`src/rtl/sdr_guard_pkg.sv`:
```
// Shared definitions for the SDRAM command timing checker: command codes,
// violation bit positions and elaboration-time clock conversion helpers.
// Assumes timings and clock period are given in picoseconds.
package sdr_guard_pkg;

    typedef enum logic [2:0] {
        CMD_NOP = 3'd0,
        CMD_ACT = 3'd1,
        CMD_RD  = 3'd2,
        CMD_WR  = 3'd3,
        CMD_PRE = 3'd4,
        CMD_BST = 3'd5
    } sdr_cmd_e;

    localparam int V_RRD   = 0;
    localparam int V_RCD   = 1;
    localparam int V_RP    = 2;
    localparam int V_RAS   = 3;
    localparam int V_RC    = 4;
    localparam int V_RASMX = 5;
    localparam int V_STATE = 6;
    localparam int V_WCOL  = 7;
    localparam int V_WPRE  = 8;
    localparam int V_WBST  = 9;
    localparam int V_RDPRE = 10;
    localparam int NVIOL   = 11;

    // Minimum clocks for a time span: divide and round up.
    function automatic int clocks_for(input int span_ps, input int tck_ps);
        return (span_ps + tck_ps - 1) / tck_ps;
    endfunction

    function automatic int imax(input int a, input int b);
        return (a > b) ? a : b;
    endfunction

endpackage

```
`src/rtl/sdr_guard_age.sv`:
```
// Saturating age counter. Reads 1 in the cycle after clr_i, grows by one
// per clock and stops at MAXV. Resets to MAXV so a never-seen event
// appears long past. Assumes MAXV fits in AW bits.
module sdr_guard_age #(
    parameter int AW   = 8,
    parameter int MAXV = 255
) (
    input  logic          clk_i,
    input  logic          rst_n_i,
    input  logic          clr_i,
    output logic [AW-1:0] age_o
);
    localparam logic [AW-1:0] TOP = AW'(MAXV);

    logic [AW-1:0] age_q;

    // Restart on event, otherwise count up to saturation.
    always_ff @(posedge clk_i) begin
        if (!rst_n_i)          age_q <= TOP;
        else if (clr_i)        age_q <= AW'(1);
        else if (age_q < TOP)  age_q <= age_q + 1'b1;
    end

    assign age_o = age_q;

    assert_age_range_R1: assert property (@(posedge clk_i) disable iff (!rst_n_i)
        $past(rst_n_i) |-> (age_q != '0) && (age_q <= TOP));

endmodule

```
`src/rtl/sdr_guard_bank.sv`:
```
// Per-bank tracker: open/closed state, ages since ACTIVE, since a closing
// PRECHARGE and since READ, plus the row-open limit detector.
// Assumes its inputs are already qualified by the bank select.
module sdr_guard_bank #(
    parameter int AW       = 16,
    parameter int SAT      = 20001,
    parameter int N_RASMAX = 20000
) (
    input  logic          clk_i,
    input  logic          rst_n_i,
    input  logic          act_i,
    input  logic          rd_i,
    input  logic          pre_i,
    output logic          open_o,
    output logic [AW-1:0] age_act_o,
    output logic [AW-1:0] age_pre_o,
    output logic [AW-1:0] age_rd_o,
    output logic          ras_max_o
);
    localparam logic [AW-1:0] L_RASMAX = AW'(N_RASMAX);

    logic open_q;

    // Row state: ACTIVE opens, PRECHARGE closes.
    always_ff @(posedge clk_i) begin
        if (!rst_n_i)   open_q <= 1'b0;
        else if (act_i) open_q <= 1'b1;
        else if (pre_i) open_q <= 1'b0;
    end

    sdr_guard_age #(.AW(AW), .MAXV(SAT)) u_age_act (
        .clk_i(clk_i), .rst_n_i(rst_n_i), .clr_i(act_i), .age_o(age_act_o));

    sdr_guard_age #(.AW(AW), .MAXV(SAT)) u_age_pre (
        .clk_i(clk_i), .rst_n_i(rst_n_i), .clr_i(pre_i && open_q), .age_o(age_pre_o));

    sdr_guard_age #(.AW(AW), .MAXV(SAT)) u_age_rd (
        .clk_i(clk_i), .rst_n_i(rst_n_i), .clr_i(rd_i), .age_o(age_rd_o));

    // Row-open limit reached this clock and not closed right now.
    assign ras_max_o = open_q && (age_act_o == L_RASMAX) && !pre_i;
    assign open_o    = open_q;

    assert_open_by_act_R11: assert property (@(posedge clk_i) disable iff (!rst_n_i)
        $rose(open_q) |-> $past(act_i));

    assert_rasmax_once_R12: assert property (@(posedge clk_i) disable iff (!rst_n_i)
        ras_max_o |=> !ras_max_o);

endmodule

```
`src/rtl/sdr_guard_wdata.sv`:
```
// Write-data distance tracker: age since the last-write-data strobe and the
// bank that burst belonged to. The strobe is taken to close the burst of
// the most recent WRITE. A strobe in the current cycle reads as distance 0.
module sdr_guard_wdata #(
    parameter int AW  = 16,
    parameter int SAT = 20001,
    parameter int BW  = 1
) (
    input  logic          clk_i,
    input  logic          rst_n_i,
    input  logic          wr_i,
    input  logic [BW-1:0] wr_bank_i,
    input  logic          strobe_i,
    output logic [AW-1:0] dist_o,
    output logic [BW-1:0] bank_o
);
    logic [AW-1:0] age;
    logic [BW-1:0] wr_bank_q;
    logic [BW-1:0] wd_bank_q;

    sdr_guard_age #(.AW(AW), .MAXV(SAT)) u_age_wd (
        .clk_i(clk_i), .rst_n_i(rst_n_i), .clr_i(strobe_i), .age_o(age));

    // Remember the bank of the latest WRITE and of the finished burst.
    always_ff @(posedge clk_i) begin
        if (!rst_n_i) begin
            wr_bank_q <= '0;
            wd_bank_q <= '0;
        end else begin
            if (wr_i)     wr_bank_q <= wr_bank_i;
            if (strobe_i) wd_bank_q <= wr_bank_q;
        end
    end

    assign dist_o = strobe_i ? '0 : age;
    assign bank_o = strobe_i ? wr_bank_q : wd_bank_q;

    assert_wd_restart_R8: assert property (@(posedge clk_i) disable iff (!rst_n_i)
        $past(strobe_i) && !strobe_i |-> dist_o == AW'(1));

endmodule

```
`src/rtl/sdr_cmd_guard.sv`:
```
// SDRAM command timing checker for two banks. Converts picosecond timings
// to clock counts at elaboration, tracks per-bank and write-data ages, and
// registers one violation flag per rule plus an ok pulse per legal command.
// Assumes CAS_LAT is 2 or 3 and BURST_LEN is 1, 2, 4 or 8.
module sdr_cmd_guard
    import sdr_guard_pkg::*;
#(
    parameter int T_CK_PS     = 5000,
    parameter int T_RRD_PS    = 10000,
    parameter int T_RCD_PS    = 15000,
    parameter int T_RP_PS     = 15000,
    parameter int T_RAS_PS    = 40000,
    parameter int T_RASMX_PS  = 100000000,
    parameter int T_RC_PS     = 55000,
    parameter int CAS_LAT     = 3,
    parameter int BURST_LEN   = 4
) (
    input  logic             clk_i,
    input  logic             rst_n_i,
    input  logic [2:0]       cmd_i,
    input  logic [0:0]       bank_i,
    input  logic             wr_last_i,
    output logic [NVIOL-1:0] viol_o,
    output logic             ok_o
);
    localparam int NBANK    = 2;
    localparam int BW       = 1;
    localparam int N_RRD    = clocks_for(T_RRD_PS, T_CK_PS);
    localparam int N_RCD    = clocks_for(T_RCD_PS, T_CK_PS);
    localparam int N_RP     = clocks_for(T_RP_PS, T_CK_PS);
    localparam int N_RAS    = clocks_for(T_RAS_PS, T_CK_PS);
    localparam int N_RASMAX = clocks_for(T_RASMX_PS, T_CK_PS);
    localparam int N_RC     = clocks_for(T_RC_PS, T_CK_PS);
    localparam int N_CDL    = 1;
    localparam int N_RDL    = 2;
    localparam int N_BDL    = 1;
    localparam int N_RDPRE  = CAS_LAT + BURST_LEN - 2;
    localparam int SAT      = imax(imax(imax(N_RASMAX, N_RC), imax(N_RCD, N_RRD)),
                                   imax(imax(N_RP, N_RAS), N_RDPRE)) + 1;
    localparam int AW       = $clog2(SAT + 1);

    localparam logic [AW-1:0] L_RRD   = AW'(N_RRD);
    localparam logic [AW-1:0] L_RCD   = AW'(N_RCD);
    localparam logic [AW-1:0] L_RP    = AW'(N_RP);
    localparam logic [AW-1:0] L_RAS   = AW'(N_RAS);
    localparam logic [AW-1:0] L_RC    = AW'(N_RC);
    localparam logic [AW-1:0] L_CDL   = AW'(N_CDL);
    localparam logic [AW-1:0] L_RDL   = AW'(N_RDL);
    localparam logic [AW-1:0] L_BDL   = AW'(N_BDL);
    localparam logic [AW-1:0] L_RDPRE = AW'(N_RDPRE);
    localparam logic [NVIOL-1:0] CMD_MASK = ~(NVIOL'(1) << V_RASMX);

    logic is_act, is_rd, is_wr, is_pre, is_bst, is_cmd;
    logic [NBANK-1:0] open_q;
    logic [NBANK-1:0] ras_max;
    logic [AW-1:0]    age_act [NBANK];
    logic [AW-1:0]    age_pre [NBANK];
    logic [AW-1:0]    age_rd  [NBANK];
    logic [AW-1:0]    wdist;
    logic [BW-1:0]    wbank;
    logic [NVIOL-1:0] viol_d, viol_q;
    logic             ok_q;

    // Decode the command code into one-hot strobes.
    always_comb begin
        is_act = (cmd_i == CMD_ACT);
        is_rd  = (cmd_i == CMD_RD);
        is_wr  = (cmd_i == CMD_WR);
        is_pre = (cmd_i == CMD_PRE);
        is_bst = (cmd_i == CMD_BST);
        is_cmd = is_act | is_rd | is_wr | is_pre | is_bst;
    end

    for (genvar b = 0; b < NBANK; b++) begin : g_bank
        logic hit;
        assign hit = (bank_i == BW'(b));
        sdr_guard_bank #(.AW(AW), .SAT(SAT), .N_RASMAX(N_RASMAX)) u_bank (
            .clk_i     (clk_i),
            .rst_n_i   (rst_n_i),
            .act_i     (is_act && hit),
            .rd_i      (is_rd && hit),
            .pre_i     (is_pre && hit),
            .open_o    (open_q[b]),
            .age_act_o (age_act[b]),
            .age_pre_o (age_pre[b]),
            .age_rd_o  (age_rd[b]),
            .ras_max_o (ras_max[b])
        );
    end

    sdr_guard_wdata #(.AW(AW), .SAT(SAT), .BW(BW)) u_wdata (
        .clk_i     (clk_i),
        .rst_n_i   (rst_n_i),
        .wr_i      (is_wr),
        .wr_bank_i (bank_i),
        .strobe_i  (wr_last_i),
        .dist_o    (wdist),
        .bank_o    (wbank)
    );

    // Evaluate every rule against the command of this cycle.
    always_comb begin
        viol_d = '0;
        if (is_act) begin
            if (open_q[bank_i])               viol_d[V_STATE] = 1'b1;
            if (age_act[bank_i] < L_RC)       viol_d[V_RC]    = 1'b1;
            if (age_pre[bank_i] < L_RP)       viol_d[V_RP]    = 1'b1;
            for (int b = 0; b < NBANK; b++) begin
                if (BW'(b) != bank_i && age_act[b] < L_RRD) viol_d[V_RRD] = 1'b1;
            end
        end
        if (is_rd || is_wr) begin
            if (!open_q[bank_i])              viol_d[V_STATE] = 1'b1;
            else if (age_act[bank_i] < L_RCD) viol_d[V_RCD]   = 1'b1;
            if (wdist < L_CDL)                viol_d[V_WCOL]  = 1'b1;
        end
        if (is_pre && open_q[bank_i]) begin
            if (age_act[bank_i] < L_RAS)      viol_d[V_RAS]   = 1'b1;
            if (age_rd[bank_i] < L_RDPRE)     viol_d[V_RDPRE] = 1'b1;
            if (wbank == bank_i && wdist < L_RDL) viol_d[V_WPRE] = 1'b1;
        end
        if (is_bst && wdist < L_BDL)          viol_d[V_WBST]  = 1'b1;
        viol_d[V_RASMX] = |ras_max;
    end

    // Register flags and the ok pulse for exactly one cycle.
    always_ff @(posedge clk_i) begin
        if (!rst_n_i) begin
            viol_q <= '0;
            ok_q   <= 1'b0;
        end else begin
            viol_q <= viol_d;
            ok_q   <= is_cmd && ((viol_d & CMD_MASK) == '0);
        end
    end

    assign viol_o = viol_q;
    assign ok_o   = ok_q;

    assert_ok_clean_R2: assert property (@(posedge clk_i) disable iff (!rst_n_i)
        ok_o |-> ((viol_o & CMD_MASK) == '0));

    assert_rrd_after_act_R3: assert property (@(posedge clk_i) disable iff (!rst_n_i)
        viol_o[V_RRD] |-> $past(cmd_i) == CMD_ACT);

    assert_rdpre_after_pre_R7: assert property (@(posedge clk_i) disable iff (!rst_n_i)
        viol_o[V_RDPRE] |-> $past(cmd_i) == CMD_PRE);

    assert_bst_flag_R10: assert property (@(posedge clk_i) disable iff (!rst_n_i)
        viol_o[V_WBST] |-> $past(cmd_i) == CMD_BST);

    assert_rcd_open_R4: assert property (@(posedge clk_i) disable iff (!rst_n_i)
        viol_o[V_RCD] |-> !viol_o[V_STATE]);

endmodule

```
`config.mk`:
```
export PLATFORM = sky130hd
export DESIGN_NAME = sdr_cmd_guard
export DESIGN_NICKNAME = d
export VERILOG_FILES = /design/src/rtl/sdr_guard_pkg.sv /design/src/rtl/sdr_guard_age.sv /design/src/rtl/sdr_guard_bank.sv /design/src/rtl/sdr_guard_wdata.sv /design/src/rtl/sdr_cmd_guard.sv
export SDC_FILE = /design/constraint.sdc
export NUM_CORES = 1
export LEC_CHECK = 0
export CORE_MARGIN = 3
export CORE_UTILIZATION = 28
export CTS_BUF_LIST = sky130_fd_sc_hd__clkbuf_2 sky130_fd_sc_hd__clkbuf_4 sky130_fd_sc_hd__clkbuf_8
export CTS_CLUSTER_SIZE = 10
export DETAILED_ROUTE_END_ITERATION = 10
export PLACE_DENSITY = 0.49
export RECOVER_POWER = 100
export SLEW_MARGIN = 40
export SYNTH_ARGS = -nofsm -noshare
export SYNTH_HDL_FRONTEND = slang
export SYNTH_SLANG_ARGS = --single-unit
```
`constraint.sdc`:
```
create_clock -name clk_i -period 3 [get_ports clk_i]
set_input_delay 0.6 -clock clk_i [delete_from_list [all_inputs] [get_ports clk_i]]
set_output_delay 0.6 -clock clk_i [all_outputs]
set_load 0.01 [all_outputs]
```
==> qor.yml, run 1 <==
synth_top_flop_cell: "dfxtp_1"
yosysUniqueCellTypes: 67
yosysSeqAreaShare_pct: 35.6
fill_cells: 2581
antenna_found_initial: 0
grt_overflow_total: 0
hp-class: "reg -> reg"
cts_resized: 0
gp_congestion: 0.842
worst_pin_slew_ns: 1.10
die_h_um: 162
power_density_mw_per_mm2: 553
maxCapViolations: 0
postSynthCellCount: 875
relSlewSlack_pct: 25.8
rsz0062_at_grt: "false"
clkTransAtPathRegs_ns: 0.07
cts_tree: "built"
grt_max_degree: 43
synthToLayoutAreaGrowth_pct: 13.9
cts_hold_buf: 0
setup_viol: 0
yosys.area.top_type: "dfxtp_1"
crit_start: "cmd_i[1]"
min_period_ns: 2.61
antenna_left: 0
min-delay-start: "u_wdata.u_age_wd.age_o[1]"
crit_path_start_kind: "input pin"
remaining_drc_errors: 0
core_area_mm2: 0.0237
avgSynthCellArea_um2: 7.78
dpl.hpwl_um: 13800
run_status: "completed"
clock_sinks: 121
multi_input_area_mm2: 0.00408
synthArstFlopShare_pct: 0
netlist_area_mm2: 0.00681
setup_ws_ns: 0.392
required_ns: 3.33
routedWlPerCell_um: 15.8
drtPass1Iterations: 5
grt_pass1_wl_um: 32800
rows: 56
cts_buffer_depth: 2
criticalPathCategory: "in -> reg"
nets: 915
port_buffers: 18
drive_above_1_share_pct: 7.46
synth_nets: 891
die_area_mm2: 0.0262
ys_ff_latch: 121
grt_pass1_vias: 6371
dp_slack_ns: 0.359
vias_per_cell: 5.44
htreeDepth: 4
synth_edf_count: 0
regArea_mm2: 0.00242
max_freq_mhz: 383
cp-end-kind: "register"
io_pins: 19
root_buffer: "clkbuf_8"
track_usage_pct: 15.2
initial_core_util_pct: 28.8
arrival_ns: 2.94
skew_ns: 0.00963
wirelength_um: 19500
diodes: 0
ys_top_cells_by_area: "dfxtp_1, nand2_1, nand3_1"
cts_made_buffers: 17
drt_iter0_drc: 537
cts_setup_buffers: 0
yosysTopAreaCellShare_pct: 35.6
ys_warn_count: 0
clock_latency_ns: 0.44
synth.most_common_cell: "dfxtp_1"
ir_worst_vdd_uv: 206
vias: 6700
min_period_over_period_pct: 86.9
r2r-start: "g_bank[1].u_bank.u_age_act.age_o[2]"
hold_viol: 0
synth_common_cells: "dfxtp_1, nand2_1, nor2_1"
p_leak_uw: 0.00278
setup-tns-final_ns: 0
final_max_slew_viol_count: 0
die-width_um: 162
worstPathMaxFanout: 10
==> report_power, final <==
part | internal (µW) | total, µW | switching (µW)
registers | 1710 | 1880 | 162
logic | 334 | 917 | 584
clock network | 823 | 1500 | 678
==> per-stage QoR <==
stage / instances / utilization, % / total power [µW] / hold slack, ns / cell area, µm²
2_1_floorplan: 875 / - / 2610 / 0.462 / 6810
3_3_place_gp: 1199 / 31.4 / 2860 / 0.483 / 7450
6_report: 1231 / 32.8 / 4290 / 0.503 / 7760
5_1_grt: 1231 / 32.8 / 4560 / 0.547 / 7760
4_1_cts: 1231 / 33.1 / 4370 / 0.506 / 7850
3_5_place_dp: 1199 / 31.5 / 2860 / 0.491 / 7450
==> layout make-up <==
type                            instances  area share (%)
Multi-Input combinational cell        688            52.6
Sequential cell                       121            31.2
Tap cell                              319            5.15
Timing Repair Buffer                   46            4.73
Clock buffer                           24            3.85
Clock inverter                          8            1.23
Inverter                               25            1.21
==> worst max-delay path, stage by stage <==
cell and delay [ns]:
dlygate4sd3_1 0.66, or4b_2 0.75, o21ai_0 0.57, clkbuf_1 0.28, nor2_1 0.07
==> layout by cell type, fill, tap and decap left out, types with 7 or more instances in the layout <==
master,synthesis,routed
a31oi_1,19,19
nor4_1,13,13
o21ai_0,39,41
a211oi_1,7,7
nand2_1,98,98
o211ai_1,12,12
a21o_1,8,8
inv_1,25,25
clkbuf_1,29,13
clkbuf_8,0,19
or3_1,12,13
nor3_1,35,35
a31o_2,8,8
ha_1,9,9
nor2_1,80,80
and4_1,9,9
buf_4,0,13
mux2i_1,11,11
a21oi_1,57,56
o311ai_0,7,7
and3_1,17,17
nand4_1,36,36
dfxtp_1,121,121
or4_1,18,18
xnor2_1,13,13
o31ai_1,19,19
nand3_1,64,64
dlygate4sd3_1,0,16
==> cell families (layout without fill, tap and decap cells) <==
logic type,count (synthesis),in the layout,synth area share [%]
buf+inv,66,103,4.00
mux,11,11,1.62
flops,121,121,35.6
simple gates,429,429,33.1
fa+ha+maj,9,9,1.65
xor+xnor,14,14,1.80
compound gates,225,225,22.3
==> registers in the layout, summed over array words and instances (netlist names) <==
register	flops
g_bank.u_bank.u_age_rd.age_o	30
g_bank.u_bank.u_age_act.age_o	30
g_bank.u_bank.u_age_pre.age_o	30
ok_o	1
u_wdata.u_age_wd.age_o	15
viol_o	11
g_bank.u_bank.open_o	2
u_wdata.wr_bank_q	1
u_wdata.wd_bank_q	1
==> path summary, 6_finish.rpt <==
path | end | slack [ns] | cells after the start
setup reg to reg | g_bank[1].u_bank.u_age_act.age_o[7] | 0.51 | 6
setup / recovery | g_bank[0].u_bank.u_age_pre.age_o[13] | 0.39 | 5
hold reg to reg | u_wdata.u_age_wd.age_o[1] | 0.50 | 2
hold / removal | u_wdata.u_age_wd.age_o[1] | 0.50 | 2
==> metal layers <==
metal | vias up | part of all wire, % | global-route usage (%)
li1 | 3371 | - | -
met1 | 3186 | 50 | 20.7
met2 | 115 | 45 | 24.2
met3 | 28 | 3.2 | 2.68
met4 | 0 | 1.5 | 5.39
met5 | - | 0 | 0
(Power assumes the default switching activity.)
==> run 2, diff against run 1 <==
--- a/config.mk
+++ b/config.mk
@@ -10,6 +10,7 @@
 export CTS_BUF_LIST = sky130_fd_sc_hd__clkbuf_2 sky130_fd_sc_hd__clkbuf_4 sky130_fd_sc_hd__clkbuf_8
 export CTS_CLUSTER_SIZE = 10
 export DETAILED_ROUTE_END_ITERATION = 10
+export MAX_ROUTING_LAYER = met4
 export PLACE_DENSITY = 0.49
 export RECOVER_POWER = 100
 export SLEW_MARGIN = 40
==> qor.yml, run 2 (same netlist as run 1, synthesis figures left out) <==
post-route-util_pct: 32.8
drtPass1Iterations: 5
final_common_cell: "dfxtp_1"
worst_pin_slew_ns: 1.11
cts_tree: "built"
remaining_drc_errors: 0
initial_core_util_pct: 28.8
cp_slowest_stage_delay_ns: 0.75
rows: 56
slowest_stage: "or4b_2"
antenna_found_initial: 0
diodes: 0
power_density_mw_per_mm2: 555
cts_setup_buffers: 0
ir_worst_vdd_uv: 211
cts_resized: 0
p_leak_uw: 0.00278
final_max_slew_viol_count: 0
required_ns: 3.33
track_usage_pct: 15.7
die_area_mm2: 0.0262
wirelength_um: 19600
min_period_ns: 2.61
arrival_ns: 2.94
grt_max_degree: 43
grt_pass1_wl_um: 32800
rsz0062_at_grt: "false"
maxCapViolations: 0
stdcell_count: 1231
nets: 915
grt_overflow_total: 0
crit_path_start_kind: "input pin"
cts_hold_buf: 0
hold_viol: 0
criticalPathCategory: "in -> reg"
cts_made_buffers: 17
design_area_mm2: 0.00776
place_area_mm2: 0.00745
die_h_um: 162
core_area_mm2: 0.0237
cp-end-kind: "register"
run_status: "completed"
worstPathMaxFanout: 10
swShare_pct: 33.3
dp.cells: 1199
relSlewSlack_pct: 25.5
drive_above_1_share_pct: 7.46
hp-class: "reg -> reg"
power_switching_uw: 1430
vias: 6750
die-width_um: 162
skew_ns: 0.0111
dpl.hpwl_um: 13800
setup_viol: 0
antenna_left: 0
routedWlPerCell_um: 15.9
power_frac_seq_pct: 43.6
clockPowerShare_pct: 35.0
clock_latency_ns: 0.45
worstPathCellList: "dlygate4sd3_1 -> or4b_2 -> o21ai_0 -> clkbuf_1 -> nor2_1"
vias_per_cell: 5.48
grt_pass1_vias: 6386
root_buffer: "clkbuf_8"
power_frac_comb_pct: 21.4
fill_cells: 2581
regArea_mm2: 0.00242
io_pins: 19
max_freq_mhz: 383
clkTransAtPathRegs_ns: 0.07
synthToLayoutAreaGrowth_pct: 13.9
final_cell_mix: "dfxtp_1, nand2_1, nor2_1"
multi_input_area_mm2: 0.00408
power_uw: 4300
port_buffers: 18
setup-tns-final_ns: 0
cts_buffer_depth: 2
p_int_uw: 2870
htreeDepth: 4
gp_congestion: 0.857
min_period_over_period_pct: 87.0
drt_iter0_drc: 526
clock_sinks: 121
run 2: worst paths after layout:
check / startpoint / cells past startpoint / endpoint / slack, ns
worst min register to register: u_wdata.u_age_wd.age_o[1] / 2 / u_wdata.u_age_wd.age_o[1] / 0.50
worst max-delay path: cmd_i[1] / 5 / g_bank[0].u_bank.u_age_pre.age_o[13] / 0.39
worst min-delay path: u_wdata.u_age_wd.age_o[1] / 2 / u_wdata.u_age_wd.age_o[1] / 0.50
worst max register to register: g_bank[1].u_bank.u_age_act.age_o[2] / 6 / g_bank[1].u_bank.u_age_act.age_o[7] / 0.50
run 2: per-stage QoR:
step                      hold slack (ns)  setup WS, ns
after global placement              0.483         0.401
after CTS                           0.506         0.723
after detailed placement            0.491         0.359
final                               0.502         0.391
after floorplan                     0.462         0.759
after global routing                0.547         0.301
run 2: cell type report:
| class | count | share of cell area, % |
|---|---|---|
| clock buffer | 24 | 3.85 |
| clock inverter | 8 | 1.23 |
| inverter | 25 | 1.21 |
| multi-input combinational | 688 | 52.6 |
| sequential | 121 | 31.2 |
| tap | 319 | 5.15 |
| timing repair buffer | 46 | 4.73 |
run 2: power groups by stage:
stage | Clock [µW] | Combinational [µW] | Sequential (µW)
3_5_place_dp | 0 | 945 | 1910
6_report | 1510 | 920 | 1880
2_1_floorplan | 0 | 747 | 1860
3_3_place_gp | 0 | 947 | 1910
4_1_cts | 1550 | 951 | 1880
5_1_grt | 1620 | 1050 | 1900
run 2: worst max-delay path, delay by kind of cell:
| kind | cells | cell delay (ns) |
|---|---|---|
| AOI/OAI and AO/OA | 1 | 0.58 |
| buffers and inverters | 2 | 0.93 |
| and+or+nand+nor | 2 | 0.82 |
run 2: routing by layer:
metal,global-route usage (%),part of all wire [%],up-vias
met5,-,0,-
met2,24.2,46,136
met3,2.65,3.1,29
met1,20.8,50,3212
li1,-,-,3373
met4,5.51,1.7,0
==> run 3, diff against run 2 <==
--- a/config.mk
+++ b/config.mk
@@ -5,7 +5,7 @@
 export SDC_FILE = /design/constraint.sdc
 export NUM_CORES = 1
 export LEC_CHECK = 0
-export CORE_MARGIN = 3
+export CORE_MARGIN = 2
 export CORE_UTILIZATION = 28
 export CTS_BUF_LIST = sky130_fd_sc_hd__clkbuf_2 sky130_fd_sc_hd__clkbuf_4 sky130_fd_sc_hd__clkbuf_8
 export CTS_CLUSTER_SIZE = 10
==> qor.yml, run 3 (same netlist as run 1, synthesis figures left out) <==
rows: 57
setup_ws_ns: 0.367
setup-tns-final_ns: 0
io_pins: 19
final_common_cell: "dfxtp_1"
drt_iter0_drc: 657
antenna_found_initial: 0
post-route-util_pct: 32.3
relSlewSlack_pct: 19.2
cts_hold_buf: 0
stdcell_count: 1230
core_area_mm2: 0.0241
ir_worst_vdd_uv: 239
r2r_slack_ns: 0.66
grt_max_degree: 41
whs_ns: 0.374
routedWlPerCell_um: 15.8
nets: 910
dp.cells: 1199
cp-end-kind: "register"
min_period_ns: 2.63
clkTransAtPathRegs_ns: 0.08
grt_pass1_vias: 6175
cts_tree: "built"
root_buffer: "clkbuf_8"
final_max_slew_viol_count: 0
cts_setup_buffers: 0
arrival_ns: 2.98
hp-class: "in -> reg"
die-width_um: 160
run_status: "completed"
drtPass1Iterations: 4
die_h_um: 160
cts_made_buffers: 17
port_buffers: 18
remaining_drc_errors: 0
grt_pass1_wl_um: 32600
htreeDepth: 4
clock_latency_ns: 0.46
required_ns: 3.35
setup_viol: 0
crit_path_start_kind: "input pin"
antenna_left: 0
criticalPathCategory: "in -> reg"
clock_sinks: 121
dpl.hpwl_um: 13800
synthToLayoutAreaGrowth_pct: 14.3
hold_viol: 0
track_usage_pct: 16.1
initial_core_util_pct: 28.3
skew_ns: 0.0142
vias_per_cell: 5.39
dp_slack_ns: 0.191
drive_above_1_share_pct: 7.62
worstPathMaxFanout: 9
p_leak_uw: 0.00278
cts_resized: 0
vias: 6635
die_area_mm2: 0.0256
maxCapViolations: 0
grt_overflow_total: 0
gp_congestion: 0.851
final_cell_mix: "dfxtp_1, nand2_1, nor2_1"
rsz0062_at_grt: "false"
diodes: 0
worst_pin_slew_ns: 1.20
wirelength_um: 19400
max_freq_mhz: 380
cts_buffer_depth: 2
min_period_over_period_pct: 87.8
power_density_mw_per_mm2: 576
## run 3: power by group
| part | switching, µW | leakage (µW) | internal [µW] |
|---|---|---|---|
| Clock | 677 | 0.000226 | 991 |
| Combinational | 596 | 0.00157 | 345 |
| Sequential | 166 | 0.000983 | 1710 |
| Total | 1440 | 0.00278 | 3050 |
## run 3: layout make-up
cell class                 instances  area (µm²)
clock buffer                      23         298
timing repair buffer              41         303
clock inverter                     8         143
tap                              324         405
multi-input combinational        688        4120
inverter                          25        93.8
fill                            2620       16300
sequential                       121        2420
## run 3: routing by layer
layer | GRT usage, % | up-vias | routed length (µm)
li1 | - | 3363 | -
met1 | 22.2 | 3179 | 9940
met2 | 24.2 | 76 | 8780
met3 | 3.17 | 17 | 487
met4 | 3.69 | 0 | 189
met5 | - | - | 0
## run 3: worst paths after layout
kind                                      startpoint                              endpoint  cells past startpoint
setup / recovery                            cmd_i[0]  g_bank[0].u_bank.u_age_pre.age_o[12]                      5
hold / removal                               rst_n_i            u_wdata.u_age_wd.age_o[14]                      2
setup reg to reg  g_bank[1].u_bank.u_age_rd.age_o[6]   g_bank[1].u_bank.u_age_rd.age_o[11]                      5
hold reg to reg                    u_wdata.wd_bank_q                     u_wdata.wd_bank_q                      2
## run 3: critical path, cell delays in order
cell	delay, ns
dlygate4sd3_1	0.69
or4b_2	0.74
o21ai_0	0.64
buf_4	0.26
a21oi_1	0.04
## run 3: stage by stage
stage	cell area, µm²	power, µW
after global placement	7390	2850
final	7790	4490
after floorplan	6810	2610
after detailed placement	7390	2860
after global routing	7790	4770
after CTS	7830	4540
